<file path="src/rtl/wp_pkg.sv">
// Package: shared constants for the masked watchpoint unit.
// Assumes: register port is 32 bits wide and word-addressed with 5 bits.
package wp_pkg;
    localparam int NUM_UNITS = 2;
    localparam int REG_W     = 32;
    localparam int REG_AW    = 5;

    // Per-unit field offsets (low three bits of the word offset)
    localparam logic [2:0] FLD_AVAL  = 3'd0;
    localparam logic [2:0] FLD_AMASK = 3'd1;
    localparam logic [2:0] FLD_DVAL  = 3'd2;
    localparam logic [2:0] FLD_DMASK = 3'd3;
    localparam logic [2:0] FLD_CTRL  = 3'd4;

    localparam logic [REG_AW-1:0] OFS_STAT = 5'd16;

    // Status bit positions in the control/status word
    localparam int ST_HALT  = 8;
    localparam int ST_UNIT  = 9;
    localparam int ST_KIND  = 10;
    localparam int ST_ARMED = 11;

    typedef enum logic [1:0] {
        MODE_INDEP = 2'd0,
        MODE_CHAIN = 2'd1,
        MODE_RANGE = 2'd2,
        MODE_ALT   = 2'd3
    } wp_mode_e;
endpackage

</file>
<file path="src/rtl/wp_regfile.sv">
// Module: wp_regfile
// Holds both units' value/mask/control words and the mode field, and serves
// the combinational read port (status bits come from the trigger logic).
// Assumes: ADDR_W, DATA_W <= 32 and 2*CTRL_W+2 <= 32.
module wp_regfile
    import wp_pkg::*;
#(
    parameter int ADDR_W = 32,
    parameter int DATA_W = 32,
    parameter int CTRL_W = 4
) (
    input  logic                           clk,
    input  logic                           rst_n,
    input  logic                           cfg_wr,
    input  logic [REG_AW-1:0]              cfg_waddr,
    input  logic [REG_W-1:0]               cfg_wdata,
    input  logic [REG_AW-1:0]              cfg_raddr,
    output logic [REG_W-1:0]               cfg_rdata,
    input  logic [3:0]                     status_bits,
    output logic [NUM_UNITS-1:0][ADDR_W-1:0] addr_val,
    output logic [NUM_UNITS-1:0][ADDR_W-1:0] addr_mask,
    output logic [NUM_UNITS-1:0][DATA_W-1:0] data_val,
    output logic [NUM_UNITS-1:0][DATA_W-1:0] data_mask,
    output logic [NUM_UNITS-1:0][CTRL_W-1:0] ctrl_val,
    output logic [NUM_UNITS-1:0][CTRL_W-1:0] ctrl_mask,
    output logic [NUM_UNITS-1:0]           unit_en,
    output logic [NUM_UNITS-1:0]           unit_kind,
    output logic [1:0]                     mode
);
    localparam int CW_W = 2 * CTRL_W + 2;

    logic [NUM_UNITS-1:0][CW_W-1:0] ctrl_word;

    for (genvar u = 0; u < NUM_UNITS; u++) begin : g_unit
        logic sel;
        assign sel = cfg_wr && !cfg_waddr[4] && (cfg_waddr[3] == 1'(u));

        // Store this unit's fields on a write to its word offsets
        always_ff @(posedge clk) begin
            if (!rst_n) begin
                addr_val[u]  <= '0;
                addr_mask[u] <= '0;
                data_val[u]  <= '0;
                data_mask[u] <= '0;
                ctrl_word[u] <= '0;
            end else if (sel) begin
                case (cfg_waddr[2:0])
                    FLD_AVAL:  addr_val[u]  <= cfg_wdata[ADDR_W-1:0];
                    FLD_AMASK: addr_mask[u] <= cfg_wdata[ADDR_W-1:0];
                    FLD_DVAL:  data_val[u]  <= cfg_wdata[DATA_W-1:0];
                    FLD_DMASK: data_mask[u] <= cfg_wdata[DATA_W-1:0];
                    FLD_CTRL:  ctrl_word[u] <= cfg_wdata[CW_W-1:0];
                    default: ;
                endcase
            end
        end

        assign ctrl_val[u]  = ctrl_word[u][CTRL_W-1:0];
        assign ctrl_mask[u] = ctrl_word[u][2*CTRL_W-1:CTRL_W];
        assign unit_en[u]   = ctrl_word[u][2*CTRL_W];
        assign unit_kind[u] = ctrl_word[u][2*CTRL_W+1];
    end

    // Store the combining mode on a write to the control/status word
    always_ff @(posedge clk) begin
        if (!rst_n)
            mode <= '0;
        else if (cfg_wr && cfg_waddr == OFS_STAT)
            mode <= cfg_wdata[1:0];
    end

    // Select the read word for the requested offset
    always_comb begin
        logic ru;
        ru = cfg_raddr[3];
        cfg_rdata = '0;
        if (cfg_raddr == OFS_STAT) begin
            cfg_rdata[1:0]      = mode;
            cfg_rdata[ST_HALT]  = status_bits[0];
            cfg_rdata[ST_UNIT]  = status_bits[1];
            cfg_rdata[ST_KIND]  = status_bits[2];
            cfg_rdata[ST_ARMED] = status_bits[3];
        end else if (!cfg_raddr[4]) begin
            case (cfg_raddr[2:0])
                FLD_AVAL:  cfg_rdata = REG_W'(addr_val[ru]);
                FLD_AMASK: cfg_rdata = REG_W'(addr_mask[ru]);
                FLD_DVAL:  cfg_rdata = REG_W'(data_val[ru]);
                FLD_DMASK: cfg_rdata = REG_W'(data_mask[ru]);
                FLD_CTRL:  cfg_rdata = REG_W'(ctrl_word[ru]);
                default:   cfg_rdata = '0;
            endcase
        end
    end
endmodule

</file>
<file path="src/rtl/wp_comparator.sv">
// Module: wp_comparator
// One masked comparator over address, data and control signals. cmp_hit
// ignores the enable bit (range mode uses it raw); unit_hit requires enable.
// Assumes: a mask bit of 1 removes that bit from the comparison.
module wp_comparator #(
    parameter int ADDR_W = 32,
    parameter int DATA_W = 32,
    parameter int CTRL_W = 4
) (
    input  logic              clk,
    input  logic              rst_n,
    input  logic              bus_valid,
    input  logic              bus_fetch,
    input  logic [ADDR_W-1:0] bus_addr,
    input  logic [DATA_W-1:0] bus_data,
    input  logic [CTRL_W-1:0] bus_ctrl,
    input  logic [ADDR_W-1:0] addr_val,
    input  logic [ADDR_W-1:0] addr_mask,
    input  logic [DATA_W-1:0] data_val,
    input  logic [DATA_W-1:0] data_mask,
    input  logic [CTRL_W-1:0] ctrl_val,
    input  logic [CTRL_W-1:0] ctrl_mask,
    input  logic              en,
    input  logic              kind,
    output logic              cmp_hit,
    output logic              unit_hit
);
    logic addr_ok, data_ok, ctrl_ok;

    // Per-bit masked equality on each compared field
    always_comb begin
        addr_ok = ((bus_addr ^ addr_val) & ~addr_mask) == '0;
        data_ok = ((bus_data ^ data_val) & ~data_mask) == '0;
        ctrl_ok = ((bus_ctrl ^ ctrl_val) & ~ctrl_mask) == '0;
    end

    // Qualify with access valid and access type (fetch vs data)
    assign cmp_hit  = bus_valid && (bus_fetch == kind) && addr_ok && data_ok && ctrl_ok;
    assign unit_hit = cmp_hit && en;


    kind_type_chk: assert property (@(posedge clk) disable iff (!rst_n)
        cmp_hit |-> (bus_fetch == kind));
endmodule

</file>
<file path="src/rtl/wp_trigger.sv">
// Module: wp_trigger
// Combines the two units' hits by mode, keeps the chain-armed flag and the
// registered halt request with its recorded cause.
// Assumes: hit inputs are already gated by bus_valid.
module wp_trigger
    import wp_pkg::*;
(
    input  logic       clk,
    input  logic       rst_n,
    input  logic       bus_valid,
    input  logic       cfg_wr,
    input  logic [1:0] mode,
    input  logic [1:0] unit_hit,
    input  logic       cmp1,
    input  logic [1:0] unit_kind,
    input  logic       halt_ack,
    output logic       halt_req,
    output logic       cause_unit,
    output logic       cause_kind,
    output logic       armed
);
    logic trig, trig_unit, chain_on;

    assign chain_on = (mode == MODE_CHAIN);

    // Decide whether this access triggers and which unit is blamed
    always_comb begin
        trig = 1'b0;
        trig_unit = 1'b0;
        case (mode)
            MODE_CHAIN: begin
                trig = armed && unit_hit[1];
                trig_unit = 1'b1;
            end
            MODE_RANGE: begin
                trig = unit_hit[0] && !cmp1;
                trig_unit = 1'b0;
            end
            default: begin
                trig = unit_hit[0] || unit_hit[1];
                trig_unit = !unit_hit[0];
            end
        endcase
    end

    // Chain-armed flag: set by unit 0, cleared by completion or any write
    always_ff @(posedge clk) begin
        if (!rst_n)
            armed <= 1'b0;
        else if (cfg_wr || !chain_on || trig)
            armed <= 1'b0;
        else if (unit_hit[0])
            armed <= 1'b1;
    end

    // Halt request and cause: latch on first trigger, hold until acknowledged
    always_ff @(posedge clk) begin
        if (!rst_n) begin
            halt_req   <= 1'b0;
            cause_unit <= 1'b0;
            cause_kind <= 1'b0;
        end else if (halt_ack) begin
            halt_req <= 1'b0;
        end else if (trig && !halt_req) begin
            halt_req   <= 1'b1;
            cause_unit <= trig_unit;
            cause_kind <= unit_kind[trig_unit];
        end
    end


    halt_hold_chk: assert property (@(posedge clk) disable iff (!rst_n)
        halt_req && !halt_ack |=> halt_req);

    cause_hold_chk: assert property (@(posedge clk) disable iff (!rst_n)
        halt_req && !halt_ack |=> $stable(cause_unit) && $stable(cause_kind));

    idle_quiet_chk: assert property (@(posedge clk) disable iff (!rst_n)
        !bus_valid && !halt_req |=> !halt_req);

    write_disarm_chk: assert property (@(posedge clk) disable iff (!rst_n)
        cfg_wr |=> !armed);

    chain_armed_chk: assert property (@(posedge clk) disable iff (!rst_n)
        $rose(halt_req) && $past(mode) == MODE_CHAIN |-> $past(armed) && cause_unit);

    range_cause_chk: assert property (@(posedge clk) disable iff (!rst_n)
        $rose(halt_req) && $past(mode) == MODE_RANGE |-> !$past(cmp1) && !cause_unit);
endmodule

</file>
<file path="src/rtl/masked_watch_unit.sv">
// Module: masked_watch_unit (top)
// Two masked bus comparators with independent, chained or range triggering
// and a registered halt request; configured through a word register port.
// Assumes: bus signals are sampled once per cycle when bus_valid is high.
module masked_watch_unit
    import wp_pkg::*;
#(
    parameter int ADDR_W = 32,
    parameter int DATA_W = 32,
    parameter int CTRL_W = 4
) (
    input  logic              clk,
    input  logic              rst_n,
    input  logic              cfg_wr,
    input  logic [4:0]        cfg_waddr,
    input  logic [31:0]       cfg_wdata,
    input  logic [4:0]        cfg_raddr,
    output logic [31:0]       cfg_rdata,
    input  logic              bus_valid,
    input  logic              bus_fetch,
    input  logic [ADDR_W-1:0] bus_addr,
    input  logic [DATA_W-1:0] bus_data,
    input  logic [CTRL_W-1:0] bus_ctrl,
    input  logic              halt_ack,
    output logic              halt_req
);
    logic [NUM_UNITS-1:0][ADDR_W-1:0] addr_val, addr_mask;
    logic [NUM_UNITS-1:0][DATA_W-1:0] data_val, data_mask;
    logic [NUM_UNITS-1:0][CTRL_W-1:0] ctrl_val, ctrl_mask;
    logic [NUM_UNITS-1:0] unit_en, unit_kind, cmp_hit, unit_hit;
    logic [1:0] mode;
    logic cause_unit, cause_kind, armed;

    wp_regfile #(.ADDR_W(ADDR_W), .DATA_W(DATA_W), .CTRL_W(CTRL_W)) u_regs (
        .clk(clk), .rst_n(rst_n), .cfg_wr(cfg_wr), .cfg_waddr(cfg_waddr),
        .cfg_wdata(cfg_wdata), .cfg_raddr(cfg_raddr), .cfg_rdata(cfg_rdata),
        .status_bits({armed, cause_kind, cause_unit, halt_req}),
        .addr_val(addr_val), .addr_mask(addr_mask),
        .data_val(data_val), .data_mask(data_mask),
        .ctrl_val(ctrl_val), .ctrl_mask(ctrl_mask),
        .unit_en(unit_en), .unit_kind(unit_kind), .mode(mode)
    );

    for (genvar u = 0; u < NUM_UNITS; u++) begin : g_cmp
        wp_comparator #(.ADDR_W(ADDR_W), .DATA_W(DATA_W), .CTRL_W(CTRL_W)) u_cmp (
            .clk(clk), .rst_n(rst_n),
            .bus_valid(bus_valid), .bus_fetch(bus_fetch),
            .bus_addr(bus_addr), .bus_data(bus_data), .bus_ctrl(bus_ctrl),
            .addr_val(addr_val[u]), .addr_mask(addr_mask[u]),
            .data_val(data_val[u]), .data_mask(data_mask[u]),
            .ctrl_val(ctrl_val[u]), .ctrl_mask(ctrl_mask[u]),
            .en(unit_en[u]), .kind(unit_kind[u]),
            .cmp_hit(cmp_hit[u]), .unit_hit(unit_hit[u])
        );
    end

    wp_trigger u_trig (
        .clk(clk), .rst_n(rst_n), .bus_valid(bus_valid), .cfg_wr(cfg_wr),
        .mode(mode), .unit_hit(unit_hit), .cmp1(cmp_hit[1]),
        .unit_kind(unit_kind), .halt_ack(halt_ack),
        .halt_req(halt_req), .cause_unit(cause_unit),
        .cause_kind(cause_kind), .armed(armed)
    );


    no_idle_hit_chk: assert property (@(posedge clk) disable iff (!rst_n)
        !bus_valid |-> cmp_hit == '0);
endmodule

</file>
<file path="config.mk">
export PLATFORM = sky130hd
export DESIGN_NAME = masked_watch_unit
export DESIGN_NICKNAME = d
export VERILOG_FILES = /design/src/rtl/wp_pkg.sv /design/src/rtl/wp_regfile.sv /design/src/rtl/wp_comparator.sv /design/src/rtl/wp_trigger.sv /design/src/rtl/masked_watch_unit.sv
export SDC_FILE = /design/constraint.sdc
export NUM_CORES = 1
export LEC_CHECK = 0
export ABC_AREA = 1
export BUFFER_PORTS_ARGS = -buffer_cell sky130_fd_sc_hd__buf_2
export CORE_MARGIN = 2
export CORE_UTILIZATION = 29
export DETAILED_ROUTE_END_ITERATION = 10
export SETUP_SLACK_MARGIN = 0.3
export SYNTH_ARGS = -nofsm -noshare
export SYNTH_HDL_FRONTEND = slang
export SYNTH_SLANG_ARGS = --single-unit
</file>
<file path="constraint.sdc">
create_clock -name clk -period 2.3 [get_ports clk]
set_clock_uncertainty 0.2 [all_clocks]
set_input_delay 0.115 -clock clk [delete_from_list [all_inputs] [get_ports clk]]
set_output_delay 0.115 -clock clk [all_outputs]
set_load 0.05 [all_outputs]
</file>
After elaboration in Yosys (flattened, before gate mapping). Cells that the tools add are included.

Multipliers: 0. Magnitude comparators: 2. Div/mod/pow operators: 0. Shift-type cells: 0. Add/sub/neg operators: 0. Bitwise gates (word level): 21. Reductions and logical operators: 46. Equal/unequal tests: 14. Mux-type cells: 20.

Operator list (count): two-way mux 32 bit (9); case mux 32 bit (5 select lines) (1); bitwise AND 32 bit (4); zero test 32 bit (4); NOT 32 bit (4); XOR 32 bit (4); AND reduction 2 bit (11); two-way mux 10 bit (2); two-way mux 20 bit (1); logical AND 1 bit (17); == test 3 x 2 -> 1 bit (second input constant) (4); == test 5 bit (second input constant) (2); bitwise AND 4 bit (2); zero test 4 bit (2); NOT 4 bit (2); XOR 4 bit (2); == test 3 x 1 -> 1 bit (second input constant) (2); == test 3 bit (second input constant) (2); zero test 3 bit (2); two-way mux 6 bit (1); zero test 1 bit (5); < comparator 1 x 2 -> 1 bit (second input constant) (2); two-way mux 4 bit (1); case mux 1 bit (2 select lines) (2); other kinds (8) (15).

Memory bits (writable): 0. Memories kept: 0. Bits in latches: 0. Bits in read-only memories: 0. Flip-flop bits (word level): 282. Output and inout port bits: 33.

Depth between registers and ports, before layout. Gate-level depths: netlist (run 1).

Depth in word-level cells: 11. Gate-level depth with buffers: 17. Depth with buffers taken out: 17.

Cells and area by module. Synthesis (run 1) repeated with hierarchy kept, for this count alone.

Cell total of the unflattened synthesis: 2794. Area, all modules: 16141.7 µm².

By module, submodules not included: wp_regfile (cells an instance 1995, times used 1, sequential area each 5565.3 µm², area an instance 12684.7 µm²); wp_comparator (cells an instance 378, times used 2, sequential area each 0.0 µm², area an instance 1597.8 µm²); wp_trigger (cells an instance 43, times used 1, sequential area each 80.1 µm², area an instance 261.5 µm²).

Worst setup path before layout (run 1). Ideal clock, no wire load.

Path kind: register to output. Start: reg u_trig.halt_req. End: out cfg_rdata[8]. Arrival: 1.831 ns. Buffers on the path: 0. Path slack: 0.154 ns. Required time: 1.985 ns. Cell stages (with the launch flop): 3. Path through: dfxtp_1 inv_1 o21ai_0.

Word-level cells in the longest chain between the ends: 1.

Ends and longest elaborated chain: from (decl) (RTL line wp_trigger.sv:17) `output logic halt_req,`; from (signal assigned) (RTL line wp_trigger.sv:59) `halt_req <= 1'b0;`; from (signal assigned) (RTL line wp_trigger.sv:63) `halt_req <= 1'b0;`; from (signal assigned) (RTL line wp_trigger.sv:65) `halt_req <= 1'b1;`; two-way mux 4 bit (RTL line wp_regfile.sv:77) `if (cfg_raddr == OFS_STAT) begin`; to (decl) (RTL line masked_watch_unit.sv:18) `output logic [31:0] cfg_rdata,`.

No other way between the ends.

Final worst setup path (run 1).
Start: reg u_regs.data_val[57] (netlist bit). End: reg u_trig.cause_kind.

Word-level cells in the longest chain between the ends: 10. Elaborated cells between the ends (all ways): 13. Those cells by class: mux: 1; bitwise: 2; reduce/logical: 10.

Ends and longest elaborated chain: from (decl) (RTL line wp_regfile.sv:22) `output logic [NUM_UNITS-1:0][DATA_W-1:0] data_val,`; from (signal, indexed assignment) (RTL line wp_regfile.sv:50) `FLD_DVAL: data_val[u] <= cfg_wdata[DATA_W-1:0];`; XOR 32 bit (*) (RTL line wp_comparator.sv:33) `data_ok = ((bus_data ^ data_val) & ~data_mask) == '0;`; bitwise AND 32 bit (*) (RTL line wp_comparator.sv:33); zero test 32 bit (*) (RTL line wp_comparator.sv:33); logical AND 1 bit (*) (2 in series) (RTL line wp_comparator.sv:38) `assign cmp_hit = bus_valid && (bus_fetch == kind) && addr_ok && data_ok && ctrl_ok;`; logical AND 1 bit or zero test 1 bit (tied branches) (RTL line wp_comparator.sv:39, wp_trigger.sv:36); logical OR 1 bit, or another cell as far along (RTL line wp_trigger.sv:40) `trig = unit_hit[0] || unit_hit[1];`; case mux 1 bit (2 select lines) (*) (RTL line wp_trigger.sv:30) `case (mode)`; logical AND 1 bit (*) (RTL line wp_trigger.sv:64) `end else if (trig && !halt_req) begin`; AND reduction 2 bit (no line) (*); to (signal assigned) (RTL line wp_trigger.sv:67) `cause_kind <= unit_kind[trig_unit];`; to (decl) (RTL line wp_trigger.sv:19) `output logic cause_kind,`.

Every way passes the cells marked *; elsewhere a longest branch is shown, timed or not. A chain may end at the register's enable or synchronous reset.

==> results of run 1 <==
tightest hold or removal path: stages:
cell	delay [ps]
buf_2	130
o211ai_1	110
nor3_2	50
nand2_2	120
o21bai_4	80
nand2_1	70
inv_1	50
nand3_2	60
nand2_1	40
nor2_1	80
metal layers:
metal / wire length (um) / up-vias
met3: 4663 / 165
met4: 2911 / 10
met1: 25380 / 7658
met5: 60 / -
li1: - / 7827
met2: 28880 / 678
per-stage QoR:
stage                     setup slack, ps  std cells  area, um^2
after floorplan                     198.6       2274       14840
after global placement             -115.5       3011       16590
after detailed placement           -100.7       3011       16590
after CTS                           244.8       3120       18700
after global routing                87.68       3138       19660
final                               165.9       3138       19660
cell families after synthesis:
group | share of synthesized area
AND/OR/NAND/NOR | 0.1978
flip-flops | 0.3831
buffers and inverters | 0.1318
AO/OA/AOI/OAI | 0.2850
adder cells (fa/ha/maj) | 0.001698
XOR/XNOR | 0.0005944
cell usage in the layout, fill, tap and decap left out, types with 72 or more instances in the layout:
| cell type | synthesis | routed |
|---|---|---|
| inv_1 | 336 | 282 |
| inv_2 | 35 | 86 |
| o21ai_0 | 311 | 276 |
| o21ai_1 | 63 | 83 |
| nand2_1 | 449 | 417 |
| nand3_1 | 123 | 72 |
| a21oi_1 | 292 | 286 |
| nor2_1 | 116 | 86 |
| buf_2 | 11 | 111 |
| dfxtp_1 | 282 | 237 |
area by class of cell:
cell class / instances / area, um^2 / share of cell area
Multi-Input combinational cell: 1486 / 8292 / 0.4217
Sequential cell: 282 / 5702 / 0.2900
Timing Repair Buffer: 263 / 2302 / 0.1171
Inverter: 373 / 1410 / 0.07171
Clock buffer: 52 / 1040 / 0.05288
Tap cell: 672 / 840.8 / 0.04276
Clock inverter: 8 / 72.57 / 0.003690
Antenna cell: 2 / 5.005 / 0.0002545
how the worst max path moves through the flow:
stage / endpoint / from
2_1_floorplan: cfg_rdata[16] / cfg_raddr[0]
5_1_grt: u_trig.cause_kind$_SDFFE_PN0P_ / u_regs.data_val[57]$_SDFFE_PN0P_
3_5_place_dp: u_trig.cause_kind$_SDFFE_PN0P_ / u_regs.data_val[47]$_SDFFE_PN0P_
4_1_cts: u_trig.cause_kind$_SDFFE_PN0P_ / u_regs.addr_val[3]$_SDFFE_PN0P_
3_3_place_gp: u_trig.cause_kind$_SDFFE_PN0P_ / u_regs.data_val[47]$_SDFFE_PN0P_
6_report: u_trig.cause_kind$_SDFFE_PN0P_ / u_regs.data_val[57]$_SDFFE_PN0P_
report_power, final:
group | switching (W) | internal (W) | total, W
logic | 0.00107 | 0.000545 | 0.00162
registers | 0.0000344 | 0.00495 | 0.00499
clock network | 0.00221 | 0.00323 | 0.00544
timing repair:
item	in CTS	in global routing
hold endpoints to repair	282	0
setup buffers	8	13
pin swaps	43	91
cloned	0	3
endpoints found under the setup margin	32	102
resized for setup	170	249
hold buffers	41	0
sequential cells by signal, indices dropped and copies added, names as in the netlist, 2 cells and up:
| signal | count |
|---|---|
| u_regs.addr_mask | 64 |
| u_regs.addr_val | 64 |
| u_regs.ctrl_mask | 8 |
| u_regs.ctrl_val | 8 |
| u_regs.data_mask | 64 |
| u_regs.data_val | 64 |
| u_regs.mode | 2 |
| u_regs.unit_en | 2 |
| u_regs.unit_kind | 2 |
==> impl_results.md, run 1 <==
* Outcome: complete, no violations
* Crit path largest cell delay at 330 ps
* Fmax at 468.6 MHz
* Detailed Route WL at 61,900 um
* Grt met1 use at 0.2812
* Clk_lat worst skew at 530 ps
* Hold Path Origin: bus_valid
* Worst Path Buf+Inv at 1
* Mapped cell area at 14,740 um^2
* Post-route minimum period at 2134 ps
* Rel. slew slack at 0.5033
* Max-Cap Viols at 0
* Crit Path Category: flip-flop to flip-flop
* Crit path depth at 13
* Synth cell types at 33
* Area delta synth->final at 33.42%
* Die extent in y at 229.4 um
* CTS H-tree lvls at 2
* CTS Root Cell: clkbuf_16
* Synthesized instance count at roughly 2,300
* RSZ-0062 raised after global routing: yes
* Synthesized area per cell at 6.481 um^2
* CTS buffer count at 34
* Measured slew at the worst slew-check pin at about 740 ps
* Area leader, netlist: dfxtp_1
* Ratio of cells with drive above 1 in the final layout at 0.2508
* Clock transition at path regs at ~60 ps
* Number of global-route vias before repair at 14,930
* Cell mode on critical path: nand2_2
* DR vias at 16,340
* Post-synth top cells: nand2_1 (449), inv_1 (336), o21ai_0 (311)
* Max-slew violations at 0
* # fillers at 5,153
* Critical Path Fanout Max at 6
* Crit-path slowest cell: dfxtp_2
* Finished Core Util at 0.3919
* Hold Path Sink: u_trig.cause_unit$_SDFFE_PN0P_
* HPWL after DPL at 42,530 um
* VDD IR max at about 0.00034 V
* IO Count at 149
* Synthesized Nets at between 2,000 and 2,500
* Hold/Removal Path Class: input port to flip-flop
* Worst EP arrival at between 2000 and 2500 ps
* Starting Density at 0.2938
* Number of buffers added on ports at 148
* Hold WS at 230.4 ps
* CP Launch Type: flip-flop
* Cell Rows at 82
* Final TNS setup at 0 ps
* Synthesis warning total at 0
* Reg2reg end: u_trig.cause_kind$_SDFFE_PN0P_
* CP top delay family: simple AND/OR/NAND/NOR gates
* Total chip power at 0.01204 W
* Final #Nets at 2,558
* Top post-synthesis cells by area: dfxtp_1 (38%), nand2_1 (11%), o21ai_0 (11%), a21oi_1 (9.9%), inv_1 (8.6%)
* Total Routing Usage GR at 0.2214
* Met3 usage at 0.03922
* DRC Markers at 0
* Critical path required time at 2500 ps
* Hold Fails Final Rpt at 0
* Placeable Area at 50,170 um^2
* Ys flop type: dfxtp_1
* Reg-to-reg slack, setup at ~170 ps
* Post-synthesis sequential area ratio at 0.3831
* Die X at 229.4 um
* EDFF count, synth at 0
* Die area at 52,640 um^2
* Met2 Usage GRT at 0.3681
* Antenna violations before repair at 8
* Critical path cell sequence: inv_2 > nand2_2 > nand3_4 > nand4_1 > nor2_1 > nand2_1 > nor2_2 > nand3_2 > nand3b_1 > nand2_2 > nand3_2 > nand2_2 > nor2_1
* TritonCTS clock tree: done
* Clock buffer depth at 3
* Lkg Pwr at 7.515 nW
* Ys async rst share at 0
* Power Density at 612.3 nW/um^2
* Largest net degree at the start of global routing at between 70 and 80
* Gp weighted congestion at around 1
* Hold depth at 10
* Final setup vio count at 0
* Routed len/inst at between 15 and 20 um
* Iter 0 DRT Violations at 1,495
* R2R depth at 13
* Period utilisation layout at 0.9279
* DR pass1 iterations at 5
* Vias/cell at 5.207
* First-pass GRT wire length at 90,330 um
* Top-count cell post-synth: nand2_1
* Worst r2r src: u_regs.data_val[57]$_SDFFE_PN0P_
* Grt peak-use layer: met2
* Yosys top cell area share at 0.3831
* GR Overflow Total at 0
* Post-route ant nets at 0
* CTS sink cnt at 282
* CP endpoint kind: flip-flop
* Post-synthesis register bit count at roughly 280
(Power assumes the default switching activity.)
==> run 2, diff against run 1 <==
--- a/config.mk
+++ b/config.mk
@@ -6,7 +6,7 @@
 export NUM_CORES = 1
 export LEC_CHECK = 0
 export ABC_AREA = 1
-export BUFFER_PORTS_ARGS = -buffer_cell sky130_fd_sc_hd__buf_2
+export BUFFER_PORTS_ARGS = -buffer_cell sky130_fd_sc_hd__buf_4
 export CORE_MARGIN = 2
 export CORE_UTILIZATION = 29
 export DETAILED_ROUTE_END_ITERATION = 10
==> impl_results.md, run 2 (synthesis results as in run 1) <==
* Outcome: complete, no violations
* Lkg Pwr at 7.608 nW
* Worst EP arrival at approximately 2400 ps
* CTS sink cnt at 282
* Placed instance count at 3,022
* Vias/cell at approximately 5.2
* Final setup vio count at 0
* Clk_lat worst skew at 540 ps
* CTS buffer count at 35
* Power Density at between 600 and 700 nW/um^2
* Int Power at between 0.009 and 0.01 W
* Gp weighted congestion at 0.9541
* Switching Power at around 0.0033 W
* Most frequent cells in the layout: nand2_1 (426), inv_1 (290), a21oi_1 (288), o21ai_0 (258), dfxtp_1 (236)
* HPWL after DPL at between 40,000 and 50,000 um
* TritonCTS clock tree: done
* CTS Root Cell: clkbuf_16
* Fmax at 463.7 MHz
* Die extent in y at 229.4 um
* CP endpoint kind: flip-flop
* Non-Filler Instances at 3,144
* Area delta synth->final at 34.50%
* Hold/Removal Path Class: input port to flip-flop
* Die area at 52,640 um^2
* Finished Core Util at 0.3951
* GR Overflow Total at 0
* First-pass GRT wire length at 91,870 um
* Period utilisation layout at 0.9377
* Pre-CTS setup slack at -112.0 ps
* Sw Share at 0.2673
* Final #Nets at about 2,600
* Rel. slew slack at 0.5655
* Total Routing Usage GR at 0.2260
* Ratio of cells with drive above 1 in the final layout at 0.2383
* DRC Markers at 0
* Detailed Route WL at 61,610 um
* Starting Density at 0.2938
* Clock buffer depth at 3
* Number of global-route vias before repair at 15,240
* DR vias at 16,270
* Die X at 229.4 um
* Clk network pwr share at 0.466
* Antenna violations before repair at 1
* Most common cell after layout, fill and taps aside: nand2_1
* Cell Rows at 82
* CTS H-tree lvls at 2
* Critical path required time at 2520 ps
* Diode count at 0
* Design area at 19,820 um^2
* Clock transition at path regs at roughly 60 ps
* CP Launch Type: flip-flop
* # fillers at 5,161
* Max-slew violations at 0
* Power share of the combinational group at 0.133
* Measured slew at the worst slew-check pin at 651.0 ps
* Iter 0 DRT Violations at between 1,000 and 1,500
* DP Area at 16,930 um^2
* VDD IR max at 0.0004661 V
* Max-Cap Viols at 0
* Largest net degree at the start of global routing at between 60 and 70
* Number of buffers added on ports at 148
* Critical Path Fanout Max at 3
* Flop pwr share at 0.402
* Routed len/inst at 19.60 um
* Hold Fails Final Rpt at 0
* Reg-to-reg slack, setup at between 100 and 150 ps
* Post-route ant nets at 0
* RSZ-0062 raised after global routing: yes
* Crit Path Category: flip-flop to flip-flop
* DR pass1 iterations at 6
* IO Count at 149
* Hold WS at approximately 33 ps
* Post-route minimum period at ~2200 ps
* Placeable Area at ~50,000 um^2
* Worst Setup Slack, final at 143.2 ps
[run 2: per-layer routing]
layer	up-vias	global-route usage	wire length (um)
met4	2	0.09923	2721
met5	-	0	15
met3	146	0.03648	4634
met1	7635	0.2926	25580
li1	7837	-	-
met2	647	0.3700	28660
[run 2: area by class of cell]
class,count,area [um^2],share of cell area
clock inverter,7,125.1,0.006312
inverter,373,1406,0.07095
sequential,282,5703,0.2877
multi-input combinational,1486,8132,0.4102
timing repair buffer,270,2537,0.1280
tap,672,840.8,0.04242
clock buffer,54,1079,0.05441
[run 2: worst paths after layout]
check / start / to / cells after the start
setup reg to reg: u_regs.data_val[21]$_SDFFE_PN0P_ / u_trig.cause_kind$_SDFFE_PN0P_ / 17
hold reg to reg: u_regs.data_mask[39]$_SDFFE_PN0P_ / u_regs.data_mask[39]$_SDFFE_PN0P_ / 2
hold / removal: cfg_waddr[0] / u_regs.data_val[8]$_SDFFE_PN0P_ / 6
setup / recovery: u_regs.data_val[21]$_SDFFE_PN0P_ / u_trig.cause_kind$_SDFFE_PN0P_ / 17
[run 2: power groups by stage]
stage | Combinational, W | Clock (W) | Sequential [W]
6_report | 0.00165 | 0.00578 | 0.00499
3_3_place_gp | 0.00140 | 0 | 0.00509
4_1_cts | 0.00156 | 0.00584 | 0.00498
3_5_place_dp | 0.00142 | 0 | 0.00509
5_1_grt | 0.00176 | 0.00605 | 0.00499
2_1_floorplan | 0.000730 | 0 | 0.00508
[run 2: critical path: stages, from the launching register on]
cell	delay (ps)
dfxtp_1	310
inv_1	80
nand2_1	50
nand3_1	120
nand2_4	90
nor2_4	170
nand2_1	90
nor2_2	150
nand3_4	110
o21bai_4	150
buf_4	120
nand2_1	60
nand2_1	50
nand2_1	40
inv_1	60
nand3_2	70
nand2_1	70
nor2_1	40
[run 2: timing repair]
action	4_1_cts	5_1_grt
gates resized for setup	155	213
buffers inserted	3	9
gates cloned	0	0
hold endpoints to repair	282	1
pin swaps	49	74
hold buffers	48	1
setup endpoints to repair	28	95
[run 2: stage by stage]
step	total power (W)	TNS (ps)
after floorplan	0.005811	0
after global placement	0.006488	-268.0
after detailed placement	0.006506	-240.0
after CTS	0.01239	0
after global routing	0.01280	-24.32
final	0.01241	0
==> run 3, diff against run 2 <==
--- a/config.mk
+++ b/config.mk
@@ -5,7 +5,6 @@
 export SDC_FILE = /design/constraint.sdc
 export NUM_CORES = 1
 export LEC_CHECK = 0
-export ABC_AREA = 1
 export BUFFER_PORTS_ARGS = -buffer_cell sky130_fd_sc_hd__buf_4
 export CORE_MARGIN = 2
 export CORE_UTILIZATION = 29
==> impl_results.md, run 3 <==
* Post-synthesis register bit count at 282
* Final setup vio count at 9
* Die extent in y at 233.3 um
* Total chip power at roughly 0.013 W
* Max-slew violations at 0
* Crit Path Category: flip-flop to flip-flop
* Critical Path Source: u_regs.data_val[5]$_SDFFE_PN0P_
* Routed len/inst at 24.73 um
* CTS sink cnt at 282
* Die X at 233.3 um
* Ratio of cells with drive above 1 in the final layout at 0.4325
* Setup crit end: u_trig.cause_kind$_SDFFE_PN0P_
* Synthesized Nets at 2,034
* Critical path cell sequence: xnor2_2 > buf_4 > buf_4 > o22ai_1 > nor4_2 > nand3_1 > or3_4 > nor4_4 > o21ai_1 > o21ba_1
* CP endpoint kind: flip-flop
* Ys async rst share at 0
* Mapped cell area at 15,240 um^2
* Rel. slew slack at 0.5881
* VDD IR max at approximately 0.00037 V
* Number of buffers added on ports at between 100 and 150
* Reg-to-reg slack, setup at -280 ps
* Detailed Route WL at 79,500 um
* Top post-synthesis cells by area: dfxtp_1 (37%), nand2_1 (13%), a21boi_0 (11%), xnor2_1 (7.9%), o22ai_1 (5.7%)
* Number of global-route vias before repair at between 15,000 and 20,000
* Post-synth top cells: nand2_1 (534), dfxtp_1 (282), a21boi_0 (216)
* Area leader, netlist: dfxtp_1
* Most common cell after layout, fill and taps aside: buf_4
* Lkg Pwr at 9.379 nW
* GR Overflow Total at 0
* Design area at 24,680 um^2
* Antenna violations before repair at 1
* Reg2reg end: u_trig.cause_kind$_SDFFE_PN0P_
* Synthesized instance count at 1,916
* Worst EP arrival at 2880 ps
* Post-route minimum period at 2585 ps
* HPWL after DPL at about 57,000 um
* Gp weighted congestion at 1.041
* Placeable Area at about 52,000 um^2
* Finished Core Util at 0.4726
* Synth cell types at 46
* Crit-path slowest cell: or3_4
* Synthesis warning total at 0
* Critical Path Fanout Max at 2
* Top-count cell post-synth: nand2_1
* # fillers at 4,981
* First-pass GRT wire length at 114,000 um
* DR vias at 17,540
* Starting Density at 0.2918
* Synthesized area per cell at 7.955 um^2
* Ys flop type: dfxtp_1
* Power Density at 516.2 nW/um^2
* Critical path required time at between 2000 and 3000 ps
* RSZ-0062 raised after global routing: yes
* CTS buffer count at 35
* EDFF count, synth at 0
* Crit path largest cell delay at 390 ps
* Fmax at 386.9 MHz
* TritonCTS clock tree: done
* DR pass1 iterations at 5
* Period utilisation layout at 1.124
* Post-route ant nets at 0
* Area delta synth->final at 61.97%
* Hold/Removal Path Class: input port to flip-flop
* Failing checks: setup timing
* Largest net degree at the start of global routing at 103
* Hold Path Origin: cfg_waddr[2]
* Final #Nets at 2,622
* Hold Fails Final Rpt at 0
* Max-Cap Viols at 0
* Outcome: complete, but fails checks
* Clock transition at path regs at 60 ps
* Post-synthesis sequential area ratio at 0.3704
* Most frequent cells in the layout: buf_4 (550), nand2_1 (531), a21boi_0 (216), dfxtp_1 (162), o22ai_1 (122)
* IO Count at 149
* Cell Rows at 84
* Measured slew at the worst slew-check pin at 617.8 ps
* CP Launch Type: flip-flop
* CTS H-tree lvls at 2
* Die area at 54,410 um^2
* Iter 0 DRT Violations at around 1,800
* Vias/cell at between 5 and 6
* Clock buffer depth at 3
* Worst Setup Slack, final at -284.8 ps
* Worst r2r src: u_regs.data_val[5]$_SDFFE_PN0P_
* DP Area at 20,910 um^2
* Total Routing Usage GR at 0.2871
* DRC Markers at 0
* Cell mode on critical path: buf_4
* R2R depth at 10
* CTS Root Cell: clkbuf_16
* Yosys top cell area share at 0.3704
* Clk_lat worst skew at approximately 560 ps
[run 3: changes by cell type in the layout (fill, tap and decap cells not counted), moves of 74 or more]
cell / change
o21ai_1: -85
nand2_1: +105
o21ai_0: -258
a21boi_0: +216
inv_1: -286
inv_2: -78
o22ai_1: +114
a21oi_1: -283
xnor2_1: +76
buf_4: +386
nand3_1: -74
dfxtp_1: -74
[run 3: worst min path at each step]
stage                                                   to  slack, ps  cells past startpoint
final                     u_regs.ctrl_mask[1]$_SDFFE_PN0P_         60                      5
after global placement        u_trig.halt_req$_SDFFE_PP0P_        210                      3
after floorplan                u_regs.mode[0]$_SDFFE_PN0P_         80                      2
after detailed placement      u_trig.halt_req$_SDFFE_PP0P_        220                      3
after CTS                 u_regs.ctrl_mask[1]$_SDFFE_PN0P_         50                      5
after global routing       u_regs.ctrl_val[1]$_SDFFE_PN0P_         80                      5
[run 3: cell families (layout without fill, tap and decap cells)]
group | Yosys count | after routing | share of synthesized area
buf+inv | 168 | 777 | 0.04679
other cells | 0 | 1 | 0
xor+xnor | 138 | 138 | 0.07930
compound gates | 517 | 517 | 0.2410
fa+ha+maj | 2 | 2 | 0.001642
mux | 93 | 93 | 0.06559
flops | 282 | 282 | 0.3704
simple gates | 716 | 716 | 0.1952
[run 3: layer usage]
layer	GRT usage	wire [um]	vias to the layer above
li1	-	-	7843
met1	0.3791	32860	8542
met2	0.4536	35390	963
met4	0.1296	4018	0
met5	0	0	-
met3	0.05334	7231	190
[run 3: layout make-up]
type	count	area [um^2]	area share
Multi-Input combinational cell	1466	10580	0.4284
Timing Repair Buffer	714	6228	0.2523
Sequential cell	282	5848	0.2369
Clock buffer	49	1031	0.04177
Tap cell	688	860.8	0.03487
Clock inverter	9	120.1	0.004866
Inverter	5	18.77	0.0007603
Antenna cell	1	2.502	0.0001014
[run 3: stage by stage]
stage | worst slack [ps] | std cells | TNS [ps] | hold WS [ps]
floorplan | 68.84 | 1916 | 0 | 84.49
global placement | -603.5 | 3093 | -2461 | 210.8
detailed placement | -578.4 | 3093 | -2295 | 216.2
CTS | -237.7 | 3204 | -1559 | 45.99
global route | -378.5 | 3213 | -2369 | 84.26
finish | -284.8 | 3214 | -1701 | 62.82
[run 3: critical path, delay by kind of cell (launching register included)]
kind | cells | cell delay (ps)
simple gates | 4 | 1150
compound gates | 3 | 410
flops | 1 | 340
buf+inv | 2 | 260
xor+xnor | 1 | 140
[run 3: repair_timing]
item,CTS,global route
setup endpoints to repair,36,36
cloned,3,0
hold buffers,37,0
buffers inserted,13,9
pin swaps,104,42
resized for setup,357,102
hold endpoints to repair,282,0
[run 3: where the power goes]
part | internal, W | total [W] | leakage (nW) | switching (W)
clock network | 0.00344 | 0.00573 | 0.572 | 0.00228
registers | 0.00490 | 0.00493 | 2.34 | 0.0000357
logic | 0.000944 | 0.00208 | 6.47 | 0.00113
total | 0.00929 | 0.0127 | 9.38 | 0.00345
